`config.mk`:
```
export PLATFORM = sky130hd
export DESIGN_NAME = pwm_update_timer
export DESIGN_NICKNAME = d
export VERILOG_FILES = /design/src/rtl/timer_pkg.sv /design/src/rtl/tmr_regs.sv /design/src/rtl/tmr_shadow.sv /design/src/rtl/tmr_count.sv /design/src/rtl/pwm_update_timer.sv
export SDC_FILE = /design/constraint.sdc
export NUM_CORES = 1
export LEC_CHECK = 0
export ABC_AREA = 0
export BUFFER_PORTS_ARGS = -buffer_cell sky130_fd_sc_hd__buf_2
export CAP_MARGIN = 20
export CORE_MARGIN = 4
export CORE_UTILIZATION = 45
export CTS_CLUSTER_SIZE = 14
export DETAILED_ROUTE_END_ITERATION = 6
export GPL_ROUTABILITY_DRIVEN = 0
export GPL_TIMING_DRIVEN = 0
export PLACE_DENSITY = 0.61
export SLEW_MARGIN = 30
export SYNTH_ARGS = -nofsm -noshare
export SYNTH_HDL_FRONTEND = slang
export SYNTH_SLANG_ARGS = --single-unit
```
`constraint.sdc`:
```
create_clock -name clk -period 2.56 [get_ports clk]
set_input_delay 0.768 -clock clk [delete_from_list [all_inputs] [get_ports clk]]
set_output_delay 0.768 -clock clk [all_outputs]
set_load 0.03 [all_outputs]
```
`src/rtl/timer_pkg.sv`:
```
package timer_pkg;
  localparam int AW = 3;

  localparam logic [AW-1:0] A_CTRL = 3'd0;
  localparam logic [AW-1:0] A_UPD  = 3'd1;
  localparam logic [AW-1:0] A_STAT = 3'd2;
  localparam logic [AW-1:0] A_PER  = 3'd3;
  localparam logic [AW-1:0] A_CMP  = 3'd4;
  localparam logic [AW-1:0] A_PERA = 3'd5;
  localparam logic [AW-1:0] A_CMPA = 3'd6;
  localparam logic [AW-1:0] A_CNT  = 3'd7;

  // bit 3 down to bit 0
  typedef struct packed {
    logic urs;
    logic cmp_pe;
    logic per_pe;
    logic run;
  } ctrl_t;

  localparam int CTRL_W = $bits(ctrl_t);
endpackage

```
`src/rtl/tmr_regs.sv`:
```
module tmr_regs
  import timer_pkg::*;
(
  input  logic              clk,
  input  logic              rst,
  input  logic              wr_en,
  input  logic [AW-1:0]     wr_addr,
  input  logic [CTRL_W-1:0] wr_low,
  input  logic              trig_i,
  input  logic              ovf_i,
  output ctrl_t             ctrl_o,
  output logic              ug_o,
  output logic              flag_o
);
  ctrl_t ctrl_q;
  logic  ug_q, flag_q;
  logic  ctrl_wr, ug_wr, st_clr, flag_set;

  assign ctrl_wr  = wr_en && (wr_addr == A_CTRL);
  assign ug_wr    = wr_en && (wr_addr == A_UPD) && wr_low[0];
  assign st_clr   = wr_en && (wr_addr == A_STAT) && !wr_low[0];
  assign flag_set = ovf_i || (ug_q && !ctrl_q.urs);

  always_ff @(posedge clk) begin
    if (rst) begin
      ctrl_q <= '0;
      ug_q   <= 1'b0;
      flag_q <= 1'b0;
    end else begin
      if (ctrl_wr) ctrl_q <= ctrl_t'(wr_low);
      if (trig_i)  ctrl_q.run <= 1'b1;
      ug_q <= ug_wr;
      if (flag_set)    flag_q <= 1'b1;
      else if (st_clr) flag_q <= 1'b0;
    end
  end

  assign ctrl_o = ctrl_q;
  assign ug_o   = ug_q;
  assign flag_o = flag_q;

  // request is a single-cycle pulse unless re-requested
  a_r4_ug_pulse: assert property (@(posedge clk) disable iff (rst)
    ug_q && !ug_wr |=> !ug_q);
  // overflow always raises the flag
  a_r6_ovf_sets_flag: assert property (@(posedge clk) disable iff (rst)
    ovf_i |=> flag_q);
  // gated software update leaves a clear flag clear
  a_r6_urs_quiet: assert property (@(posedge clk) disable iff (rst)
    ug_q && ctrl_q.urs && !ovf_i && !flag_q |=> !flag_q);
  // trigger sets the run bit
  a_r11_trig_runs: assert property (@(posedge clk) disable iff (rst)
    trig_i |=> ctrl_q.run);
endmodule

```
`src/rtl/tmr_shadow.sv`:
```
module tmr_shadow #(
  parameter int           W       = 16,
  parameter logic [W-1:0] RST_VAL = '0
) (
  input  logic         clk,
  input  logic         rst,
  input  logic         pe_i,
  input  logic         wr_i,
  input  logic [W-1:0] wdata_i,
  input  logic         uev_i,
  output logic [W-1:0] pre_o,
  output logic [W-1:0] act_o
);
  logic [W-1:0] pre_q, act_q;

  always_ff @(posedge clk) begin
    if (rst) begin
      pre_q <= RST_VAL;
      act_q <= RST_VAL;
    end else begin
      if (wr_i) pre_q <= wdata_i;
      if (wr_i && !pe_i) act_q <= wdata_i;
      else if (uev_i)    act_q <= pre_q;
    end
  end

  assign pre_o = pre_q;
  assign act_o = act_q;

  // transfer takes the preload value held before the event edge
  a_r5_transfer_old: assert property (@(posedge clk) disable iff (rst)
    uev_i && pe_i |=> act_q == $past(pre_q));
  // active copy is frozen between events and direct writes
  a_r2_active_hold: assert property (@(posedge clk) disable iff (rst)
    !uev_i && !(wr_i && !pe_i) |=> $stable(act_q));
  // direct write lands in the active copy
  a_r10_direct: assert property (@(posedge clk) disable iff (rst)
    wr_i && !pe_i |=> act_q == $past(wdata_i));
endmodule

```
`src/rtl/tmr_count.sv`:
```
module tmr_count #(
  parameter int W = 16
) (
  input  logic         clk,
  input  logic         rst,
  input  logic         run_i,
  input  logic         ug_i,
  input  logic [W-1:0] period_i,
  input  logic [W-1:0] compare_i,
  output logic [W-1:0] cnt_o,
  output logic         ovf_o,
  output logic         pwm_o
);
  logic [W-1:0] cnt_q;
  logic         pwm_q, at_top;

  assign at_top = (cnt_q >= period_i);
  assign ovf_o  = run_i && !ug_i && at_top;

  always_ff @(posedge clk) begin
    if (rst) begin
      cnt_q <= '0;
      pwm_q <= 1'b0;
    end else begin
      if (ug_i)        cnt_q <= '0;
      else if (run_i)  cnt_q <= at_top ? '0 : cnt_q + 1'b1;
      pwm_q <= (cnt_q < compare_i);
    end
  end

  assign cnt_o = cnt_q;
  assign pwm_o = pwm_q;

  // software update clears the counter
  a_r4_ug_zero: assert property (@(posedge clk) disable iff (rst)
    ug_i |=> cnt_q == '0);
  // overflow wraps to zero
  a_r8_wrap: assert property (@(posedge clk) disable iff (rst)
    ovf_o |=> cnt_q == '0);
  // plain increment below the period
  a_r8_step: assert property (@(posedge clk) disable iff (rst)
    run_i && !ug_i && (cnt_q < period_i) |=> cnt_q == $past(cnt_q) + 1'b1);
  // idle counter holds
  a_r11_idle: assert property (@(posedge clk) disable iff (rst)
    !run_i && !ug_i |=> $stable(cnt_q));
endmodule

```
`src/rtl/pwm_update_timer.sv`:
```
module pwm_update_timer
  import timer_pkg::*;
#(
  parameter int CNT_W = 16
) (
  input  logic             clk,
  input  logic             rst,
  input  logic             wr_en,
  input  logic [2:0]       wr_addr,
  input  logic [CNT_W-1:0] wr_data,
  input  logic [2:0]       rd_addr,
  output logic [CNT_W-1:0] rd_data,
  input  logic             trig_in,
  output logic [CNT_W-1:0] cnt_o,
  output logic             pwm_o,
  output logic             irq_o
);
  localparam int NCH = 2;   // 0: period, 1: compare

  ctrl_t ctrl;
  logic  ug, flag, ovf, uev;
  logic [NCH-1:0]            pe, wr;
  logic [NCH-1:0][CNT_W-1:0] pre, act;
  logic [CNT_W-1:0]          cnt, rd_q;

  tmr_regs u_regs (
    .clk    (clk),
    .rst    (rst),
    .wr_en  (wr_en),
    .wr_addr(wr_addr),
    .wr_low (wr_data[CTRL_W-1:0]),
    .trig_i (trig_in),
    .ovf_i  (ovf),
    .ctrl_o (ctrl),
    .ug_o   (ug),
    .flag_o (flag)
  );

  assign uev   = ovf || ug;
  assign pe[0] = ctrl.per_pe;
  assign pe[1] = ctrl.cmp_pe;
  assign wr[0] = wr_en && (wr_addr == A_PER);
  assign wr[1] = wr_en && (wr_addr == A_CMP);

  for (genvar i = 0; i < NCH; i++) begin : g_ch
    tmr_shadow #(
      .W      (CNT_W),
      .RST_VAL((i == 0) ? {CNT_W{1'b1}} : {CNT_W{1'b0}})
    ) u_sh (
      .clk    (clk),
      .rst    (rst),
      .pe_i   (pe[i]),
      .wr_i   (wr[i]),
      .wdata_i(wr_data),
      .uev_i  (uev),
      .pre_o  (pre[i]),
      .act_o  (act[i])
    );
  end

  tmr_count #(.W(CNT_W)) u_cnt (
    .clk      (clk),
    .rst      (rst),
    .run_i    (ctrl.run),
    .ug_i     (ug),
    .period_i (act[0]),
    .compare_i(act[1]),
    .cnt_o    (cnt),
    .ovf_o    (ovf),
    .pwm_o    (pwm_o)
  );

  always_ff @(posedge clk) begin
    if (rst) rd_q <= '0;
    else begin
      case (rd_addr)
        A_CTRL:  rd_q <= {{(CNT_W-CTRL_W){1'b0}}, ctrl};
        A_UPD:   rd_q <= {{(CNT_W-1){1'b0}}, ug};
        A_STAT:  rd_q <= {{(CNT_W-1){1'b0}}, flag};
        A_PER:   rd_q <= pre[0];
        A_CMP:   rd_q <= pre[1];
        A_PERA:  rd_q <= act[0];
        A_CMPA:  rd_q <= act[1];
        default: rd_q <= cnt;
      endcase
    end
  end

  assign rd_data = rd_q;
  assign cnt_o   = cnt;
  assign irq_o   = flag;

  // interrupt follows the flag after a clearing write
  a_r7_irq_clear: assert property (@(posedge clk) disable iff (rst)
    wr_en && (wr_addr == A_STAT) && !wr_data[0] && !uev |=> !irq_o);
endmodule

```
Word level (Yosys, flattened, before mapping) --
Index checks and enable logic that the tools add are counted.
Storage, ports and cells: bits in registers 103, bits of input ports 26
Cells by class: add/subtract/negate cells 1, magnitude comparators 2, eq/ne operators 10, mux-type cells 10, reduce and logical (&&, ||, !) cells 26
Operators with widths (count):
- 16-bit case mux with 7 select lines | 1
- 16-bit two-way mux | 5
- 16-bit by 1-bit adder with 16-bit output (second input constant) | 1
- 16-bit greater-or-equal comparator | 1
- 16-bit < comparator | 1
- 3-bit by 2-bit equality test with 1-bit output (second input constant) | 4
- 3-bit equality test (second input constant) | 4
- 1-bit logical AND | 12
- 2-bit nonzero test | 4
- 3-bit by 1-bit equality test with 1-bit output (second input constant) | 2
- 3-bit logical NOT | 2
- 1-bit logical NOT | 5
- 1-bit two-way mux | 4
- 1-bit logical OR | 2
- 2-bit OR reduction | 1

Depth between registers and ports, before layout --
Gate-level depths: netlist of run 1.
depth in word-level cells 6, gate-level depth with buffers 10, depth with buffers taken out 8

Modules after synthesis --
From an unflattened synthesis of run 1, not the netlist that was laid out.
Unflattened totals: cells, all modules 635, area total of the unflattened synthesis 5769.3 sq um
Modules (own cells, without submodules):
- tmr_count | instances 1, cells an instance 196, area each 1542.7 sq um
- tmr_shadow (g_ch[1].u_sh) | instances 1, cells an instance 126, area each 1422.6 sq um
- tmr_shadow (g_ch[0].u_sh) | instances 1, cells an instance 129, area each 1390.1 sq um
- pwm_update_timer | instances 1, cells an instance 160, area each 1167.4 sq um
- tmr_regs | instances 1, cells an instance 24, area each 246.5 sq um

Least setup slack after synthesis of run 1 --
OpenSTA, ideal clock, no wires.
kind reg-to-reg, from reg u_cnt.cnt_q[0], in the netlist u_cnt.cnt_o[0], to reg u_cnt.cnt_q[11], in the netlist u_cnt.cnt_o[11], setup time 0.065 ns, data arrival time 2.333 ns, data required time 2.495 ns, setup slack 0.162 ns, cell stages (with the launch flop) 11, buffers on the path 2, period minus slack after synthesis 2.398 ns, path through dfxtp_1 > inv_1 > ha_1 > nand2b_1 > a2111oi_0 > nand3b_2 > a31oi_4 > or2_1 > buf_2 > buf_6 > nor2_1
On the way: cells in the longest elaborated chain, start to end 2, elaborated cells on any way between the ends 3
Ends and longest elaborated chain:
- start: declaration | RTL line tmr_count.sv:14 | logic [W-1:0] cnt_q;
- start signal: assignment | RTL line tmr_count.sv:26 | else if (run_i) cnt_q <= at_top ? '0 : cnt_q + 1'b1;
- 16-bit by 1-bit adder with 16-bit output / 16-bit greater-or-equal comparator (equally long branches) | RTL line tmr_count.sv:26, tmr_count.sv:17
- 16-bit two-way mux (*) | RTL line tmr_count.sv:26
Mark *: on every way between the ends. The rest lies on a longest branch, timed or not. A chain may end at the register's enable or synchronous reset.

Worst setup path after layout of run 1 --
from reg g_ch[0].u_sh.act_q[15], to reg g_ch[1].u_sh.act_q[11]
On the way: cells in the longest elaborated chain, start to end 4
Ends and longest elaborated chain:
- start: declaration | RTL line tmr_shadow.sv:14 | logic [W-1:0] pre_q, act_q;
- start signal: assignment | RTL line tmr_shadow.sv:22 | if (wr_i && !pe_i) act_q <= wdata_i;
- start signal: assignment | RTL line tmr_shadow.sv:23 | else if (uev_i) act_q <= pre_q;
- 16-bit greater-or-equal comparator | RTL line tmr_count.sv:17 | assign at_top = (cnt_q >= period_i);
- 1-bit logical AND | RTL line tmr_count.sv:18 | assign ovf_o = run_i && !ug_i && at_top;
- 1-bit logical OR | RTL line pwm_update_timer.sv:39 | assign uev = ovf || ug;
- 2-bit nonzero test (no source line)
- end signal: assignment | RTL line tmr_shadow.sv:22
- end signal: assignment | RTL line tmr_shadow.sv:23
- end: declaration | RTL line tmr_shadow.sv:14
Every way passes these cells.

==> flow_summary.ini, run 1 <==
[status]
status = complete, no violations

[global_route]
antenna_found_initial = 0
grt_overflow = 0
met2_usage_pct = 36.9
grt_util_met1_pct = 33.3
met3_usage_pct = 3.24
grt_pass1_wl_um = 24400
top_usage_layer = met2
track_usage_pct = 23.6
grt_max_degree = 18
grt_pass1_vias = 4619

[floorplanning]
fp-row-count = 39
fp.dieW_um = 117
core_um2 = 11600
boundaryPins = 60
die_h_um = 117
die_area_um2 = 13700
start_util_pct = 46.4

[detailed_routing]
drt_iter0_drc = 334
routed_wl_um = 15500
vias_per_cell = 5.45
drc = 0
detail_route.wl_per_cell_um = 18.1
vias = 4666
drt_pass1_iterations = 5
ant_nets = 0

[yosys]
synth_edf_count = 0
synthDistinctLibCells = 43
synthCells = 638
yosysSeqAreaShare_pct = 38.4
ys.flop_type = dfxtp_1
syn_area_per_cell_um2 = 8.41
synth-async-reset-ratio_pct = 0
syn_area_um2 = 5370
synth_nets = 696
yosys_warnings = 0
ys_ff_latch = 103

[placement]
place_ws_ns = -0.198
placement.io_buffers = 57
place_area_um2 = 5830
dp_hpwl_um = 11800

[sta]
worst_slew_pin_slew_ns = 0.598
drv_slew = 0
hold_violations = 0
fmax_mhz = 415
setup_slack_ns = 0.149
worst_slew_margin_rel_pct = 60.1
period_share_pct = 94.2
setup_viol = 0
finalCriticalPeriod_ns = 2.41
skew_ns = 0.00529

[final_layout]
design_area_um2 = 6220
finalNetCount = 766
fill_cells = 1058
antennaDiodeCount = 0
drive_gt1_share_pct = 14.9
area_growth_pct = 16.0

[power]
p_seq_share_pct = 46.3
p_sw_uw = 945
switching_share_pct = 25.8
combPwrFrac_pct = 10.8
intPower_uw = 2720
p_per_area_nw_per_um2 = 589
p_clk_share_pct = 42.9
peakVddDrop_v = 0.000334
p_leak_uw = 0.00269

[clocking]
cts_buffers = 9
cts_sinks = 103
clk_pin_slew_worst_paths_ns = 0.07
worstSkewPairLatency_ns = 0.36
cts_tree = done
cts.htree.levels = 3
clk_path_buf_depth = 2
root_buffer = clkbuf_16

[setup_path]
critical_path_required_ns = 2.78
slowest_stage = nor4_4
cp_top_family = simple AND/OR/NAND/NOR gates
crit_buf_inv = 3
endpoint_kind = flip-flop
critical_path_peak_fanout = 10
critPathLaunchType = flip-flop
cp.arrival_ns = 2.63
worstPathCellList = inv_1 -> ha_1 -> nand2_1 -> nor4_4 -> o21ai_2 -> a31oi_4 -> buf_12 -> buf_8 -> mux2i_1 -> a211oi_1
crit_type = flip-flop to flip-flop
cpPeakStageDelay_ns = 0.41

[flow_run]
max_cap_viol_count = 0

[min_path]
hold_class = flip-flop to flip-flop
==> cell usage in the layout, fill, tap and decap left out, drive strengths merged, types with 7 or more instances in the layout <==
cell	instances
a211oi	23
a21oi	58
and3	12
buf	68
clkbuf	42
dfxtp	103
ha	32
inv	36
mux2	10
mux2i	39
nand2	86
nand3	9
nand3b	17
nand4	7
nor2	86
nor4	10
o21ai	14
xor2	9
==> flip-flops by register name (all words and copies together) (netlist names) <==
name             flops
g_ch.u_sh.act_o     32
g_ch.u_sh.pre_o     32
rd_data             16
u_cnt.cnt_o         16
u_cnt.pwm_o          1
u_regs.ctrl_o        4
u_regs.flag_o        1
u_regs.ug_o          1
==> layout make-up <==
| type | instances | area, um^2 | area share, % |
|---|---|---|---|
| multi-input combinational | 460 | 3000 | 48.3 |
| tap | 143 | 179 | 2.88 |
| clock inverter | 5 | 88.8 | 1.43 |
| clock buffer | 11 | 253 | 4.06 |
| inverter | 35 | 131 | 2.11 |
| buffer | 40 | 190 | 3.06 |
| timing repair buffer | 59 | 313 | 5.03 |
| sequential | 103 | 2060 | 33.2 |
==> cells in the mapped netlist, drive strengths merged (5+ instances only) <==
master	number	area (um^2)
clkbuf	31	116
nor2b	5	31.3
mux2	10	113
buf	9	73.8
o21ai	14	70.1
xnor2	6	52.6
and3	12	75.1
nand4	7	43.8
mux2i	39	390
xor2	9	78.8
mux4	5	113
nand3b	17	131
nand3	9	45.0
nand2	86	325
a21oi	58	290
nor4	10	77.6
nor2	86	323
a211oi	23	173
ha	32	400
nor3b	6	45.0
inv	35	131
dfxtp	103	2060
==> stage by stage <==
step           power, uW  hold WS [ns]  TNS (ns)  cells  utilization, %
6_report            3670         0.481         0    856            53.8
5_1_grt             3790         0.499  -0.00128    856            53.8
4_1_cts             3680         0.483         0    854            53.4
3_5_place_dp        2120         0.474     -2.34    838            50.4
3_3_place_gp        2110         0.464     -2.23    838            50.4
2_1_floorplan       1980         0.446         0    638               -
==> metal layers <==
metal  up-vias  share of wire [%]
met2       149                 44
met1      2158                 49
met3        14                5.5
li1       2345                  -
met5         -                  0
met4         0                1.4
==> worst paths after layout <==
check	startpoint	end	slack (ns)	cells after the start
worst max register to register	g_ch[0].u_sh.act_o[15]$_SDFFE_PP1P_	g_ch[1].u_sh.act_o[11]$_SDFFE_PP0P_	0.15	10
worst min-delay path	g_ch[1].u_sh.pre_o[1]$_SDFFE_PP0P_	g_ch[1].u_sh.pre_o[1]$_SDFFE_PP0P_	0.48	2
worst max-delay path	g_ch[0].u_sh.act_o[15]$_SDFFE_PP1P_	g_ch[1].u_sh.act_o[11]$_SDFFE_PP0P_	0.15	10
worst min register to register	g_ch[1].u_sh.pre_o[1]$_SDFFE_PP0P_	g_ch[1].u_sh.pre_o[1]$_SDFFE_PP0P_	0.48	2
==> power groups by stage <==
stage	sequential (uW)	clock [uW]	combinational, uW
2_1_floorplan	1760	0	218
3_3_place_gp	1730	0	381
3_5_place_dp	1730	0	386
4_1_cts	1700	1590	390
5_1_grt	1700	1660	433
6_report	1700	1570	395
==> worst register-to-register path, cell delays in order, from the launching register on <==
cell	delay, ns
dfxtp_1	0.40
inv_1	0.08
ha_1	0.29
nand2_1	0.12
nor4_4	0.41
o21ai_2	0.14
a31oi_4	0.20
buf_12	0.15
buf_8	0.16
mux2i_1	0.23
a211oi_1	0.09
==> cell families after synthesis <==
| kind of cell | after synthesis | synth area share (%) |
|---|---|---|
| buffers and inverters | 75 | 5.99 |
| adders and majority gates | 32 | 7.46 |
| muxes | 54 | 11.5 |
| AOI/OAI and AO/OA | 111 | 12.6 |
| xor gates and xnor gates | 15 | 2.45 |
| DFF | 103 | 38.4 |
| and+or+nand+nor | 248 | 21.6 |
==> repair_timing <==
item | in CTS | in global routing
hold buffers | 0 | 0
setup buffers | 0 | 2
pin swaps | 0 | 2
resized for setup | 3 | 6
endpoints found under the setup margin | 39 | 40
hold endpoints to repair | 0 | 0
No activity file was read; power rests on OpenSTA's default activity.
==> run 2, diff against run 1 <==
BUFFER_PORTS_ARGS = default   (was -buffer_cell sky130_fd_sc_hd__buf_2)
DONT_BUFFER_PORTS = 1   (was default)
PLACE_DENSITY = 0.57   (was 0.61)
==> flow_summary.ini, run 2 (same netlist as run 1, synthesis figures left out) <==
[floorplanning]
die_area_um2 = 13700
die_h_um = 117
start_util_pct = 46.4
boundaryPins = 60
fp-row-count = 39
fp.dieW_um = 117
core_um2 = 11600

[setup_path]
cp.arrival_ns = 2.71
crit_buf_inv = 3
crit_type = flip-flop to flip-flop
slowest_stage = dfxtp_2
reg2reg_depth = 10
endpoint_kind = flip-flop
critPathLaunchType = flip-flop
worstPathCellList = ha_1 -> nand2_1 -> o21ai_1 -> a211oi_2 -> a31oi_4 -> buf_12 -> or2_1 -> buf_2 -> buf_6 -> nor2_1
critical_path_required_ns = 2.84
cpPeakStageDelay_ns = 0.54
critical_path_peak_fanout = 10
cp_top_family = compound AO/OA/AOI/OAI gates
path_depth = 10

[final_layout]
drive_gt1_share_pct = 9.27
mostFrequentLayoutCell = dfxtp_1
area_growth_pct = 11.4
layout_common_cells = dfxtp_1, nor2_1, nand2_1
design_area_um2 = 5980
finalNetCount = 712
antennaDiodeCount = 0
fill_cells = 1124

[sta]
hold_violations = 0
rsz0062_at_grt = no
finalCriticalPeriod_ns = 2.43
fmax_mhz = 411
tns_ns = 0
drv_slew = 0
skew_ns = 0.0102
worst_slew_pin_slew_ns = 0.653
period_share_pct = 95.0
worst_slew_margin_rel_pct = 56.4
setup_viol = 0

[global_route]
top_usage_layer = met2
grt_max_degree = 17
grt_pass1_vias = 4346
grt_util_met1_pct = 34.0
antenna_found_initial = 0
grt_pass1_wl_um = 24300
track_usage_pct = 23.5
grt_overflow = 0
met2_usage_pct = 35.7
met3_usage_pct = 4.42

[power]
p_leak_uw = 0.00245
p_per_area_nw_per_um2 = 590
peakVddDrop_v = 0.000280

[clocking]
worstSkewPairLatency_ns = 0.35
cts_buffers = 9
cts.htree.levels = 3
cts_sinks = 103
cts_tree = done
cts_hold_buffers = 0
root_buffer = clkbuf_16
clk_pin_slew_worst_paths_ns = 0.06
clk_path_buf_depth = 2

[detailed_routing]
ant_nets = 0
vias = 4503
vias_per_cell = 5.62
drt_iter0_drc = 307
routed_wl_um = 15400
drc = 0
drt_pass1_iterations = 5
detail_route.wl_per_cell_um = 19.2

[placement]
dp_hpwl_um = 11900
placement.io_buffers = 0
place_area_um2 = 5540

[status]
status = complete, no violations

[min_path]
hold_class = flip-flop to flip-flop
min_path_cells = 2

[flow_run]
max_cap_viol_count = 0
## run 2: path summary, 6_finish.rpt
kind	startpoint	endpoint	slack, ns
worst min register to register	g_ch[1].u_sh.pre_o[8]$_SDFFE_PP0P_	g_ch[1].u_sh.pre_o[8]$_SDFFE_PP0P_	0.48
worst max-delay path	u_cnt.cnt_o[10]$_SDFFE_PP0P_	u_cnt.cnt_o[11]$_SDFFE_PP0P_	0.13
worst max register to register	u_cnt.cnt_o[10]$_SDFFE_PP0P_	u_cnt.cnt_o[11]$_SDFFE_PP0P_	0.13
worst min-delay path	g_ch[1].u_sh.pre_o[8]$_SDFFE_PP0P_	g_ch[1].u_sh.pre_o[8]$_SDFFE_PP0P_	0.48
## run 2: layout make-up
| class | count | area (um^2) | share of cell area [%] |
|---|---|---|---|
| multi-input combinational | 460 | 3010 | 50.4 |
| sequential | 103 | 2090 | 35.0 |
| buffer | 40 | 190 | 3.18 |
| clock inverter | 4 | 77.6 | 1.30 |
| timing repair buffer | 5 | 50.0 | 0.838 |
| inverter | 35 | 131 | 2.20 |
| tap | 143 | 179 | 2.99 |
| clock buffer | 11 | 243 | 4.06 |
## run 2: worst reg2reg max path: stages, from the launching register on
cell	delay (ns)
dfxtp_2	0.54
ha_1	0.30
nand2_1	0.14
o21ai_1	0.16
a211oi_2	0.32
a31oi_4	0.13
buf_12	0.16
or2_1	0.21
buf_2	0.17
buf_6	0.15
nor2_1	0.10
## run 2: per-stage QoR
step / util, % / instances / setup slack [ns] / hold slack [ns] / power, uW
after global placement: 47.9 / 781 / -0.248 / 0.457 / 2060
after floorplan: - / 638 / 0.162 / 0.446 / 1980
after global routing: 51.7 / 801 / 0.0158 / 0.509 / 3650
after CTS: 50.9 / 796 / 0.00601 / 0.474 / 3550
after detailed placement: 47.9 / 781 / -0.300 / 0.463 / 2070
final: 51.7 / 801 / 0.129 / 0.481 / 3520
## run 2: repair_timing
action	CTS	global route
setup endpoints to repair	48	44
gates resized for setup	15	10
gates cloned	0	0
setup buffers	0	5
pin swaps	0	3
## run 2: metal layers
metal	vias up	routed length [um]
li1	2233	-
met1	2118	7480
met2	138	6670
met3	14	1050
met4	0	205
met5	-	0
## run 2: power by group
group,total [uW],switching (uW),internal [uW]
combinational,294,174,120
clock,1490,601,884
sequential,1740,90.9,1650
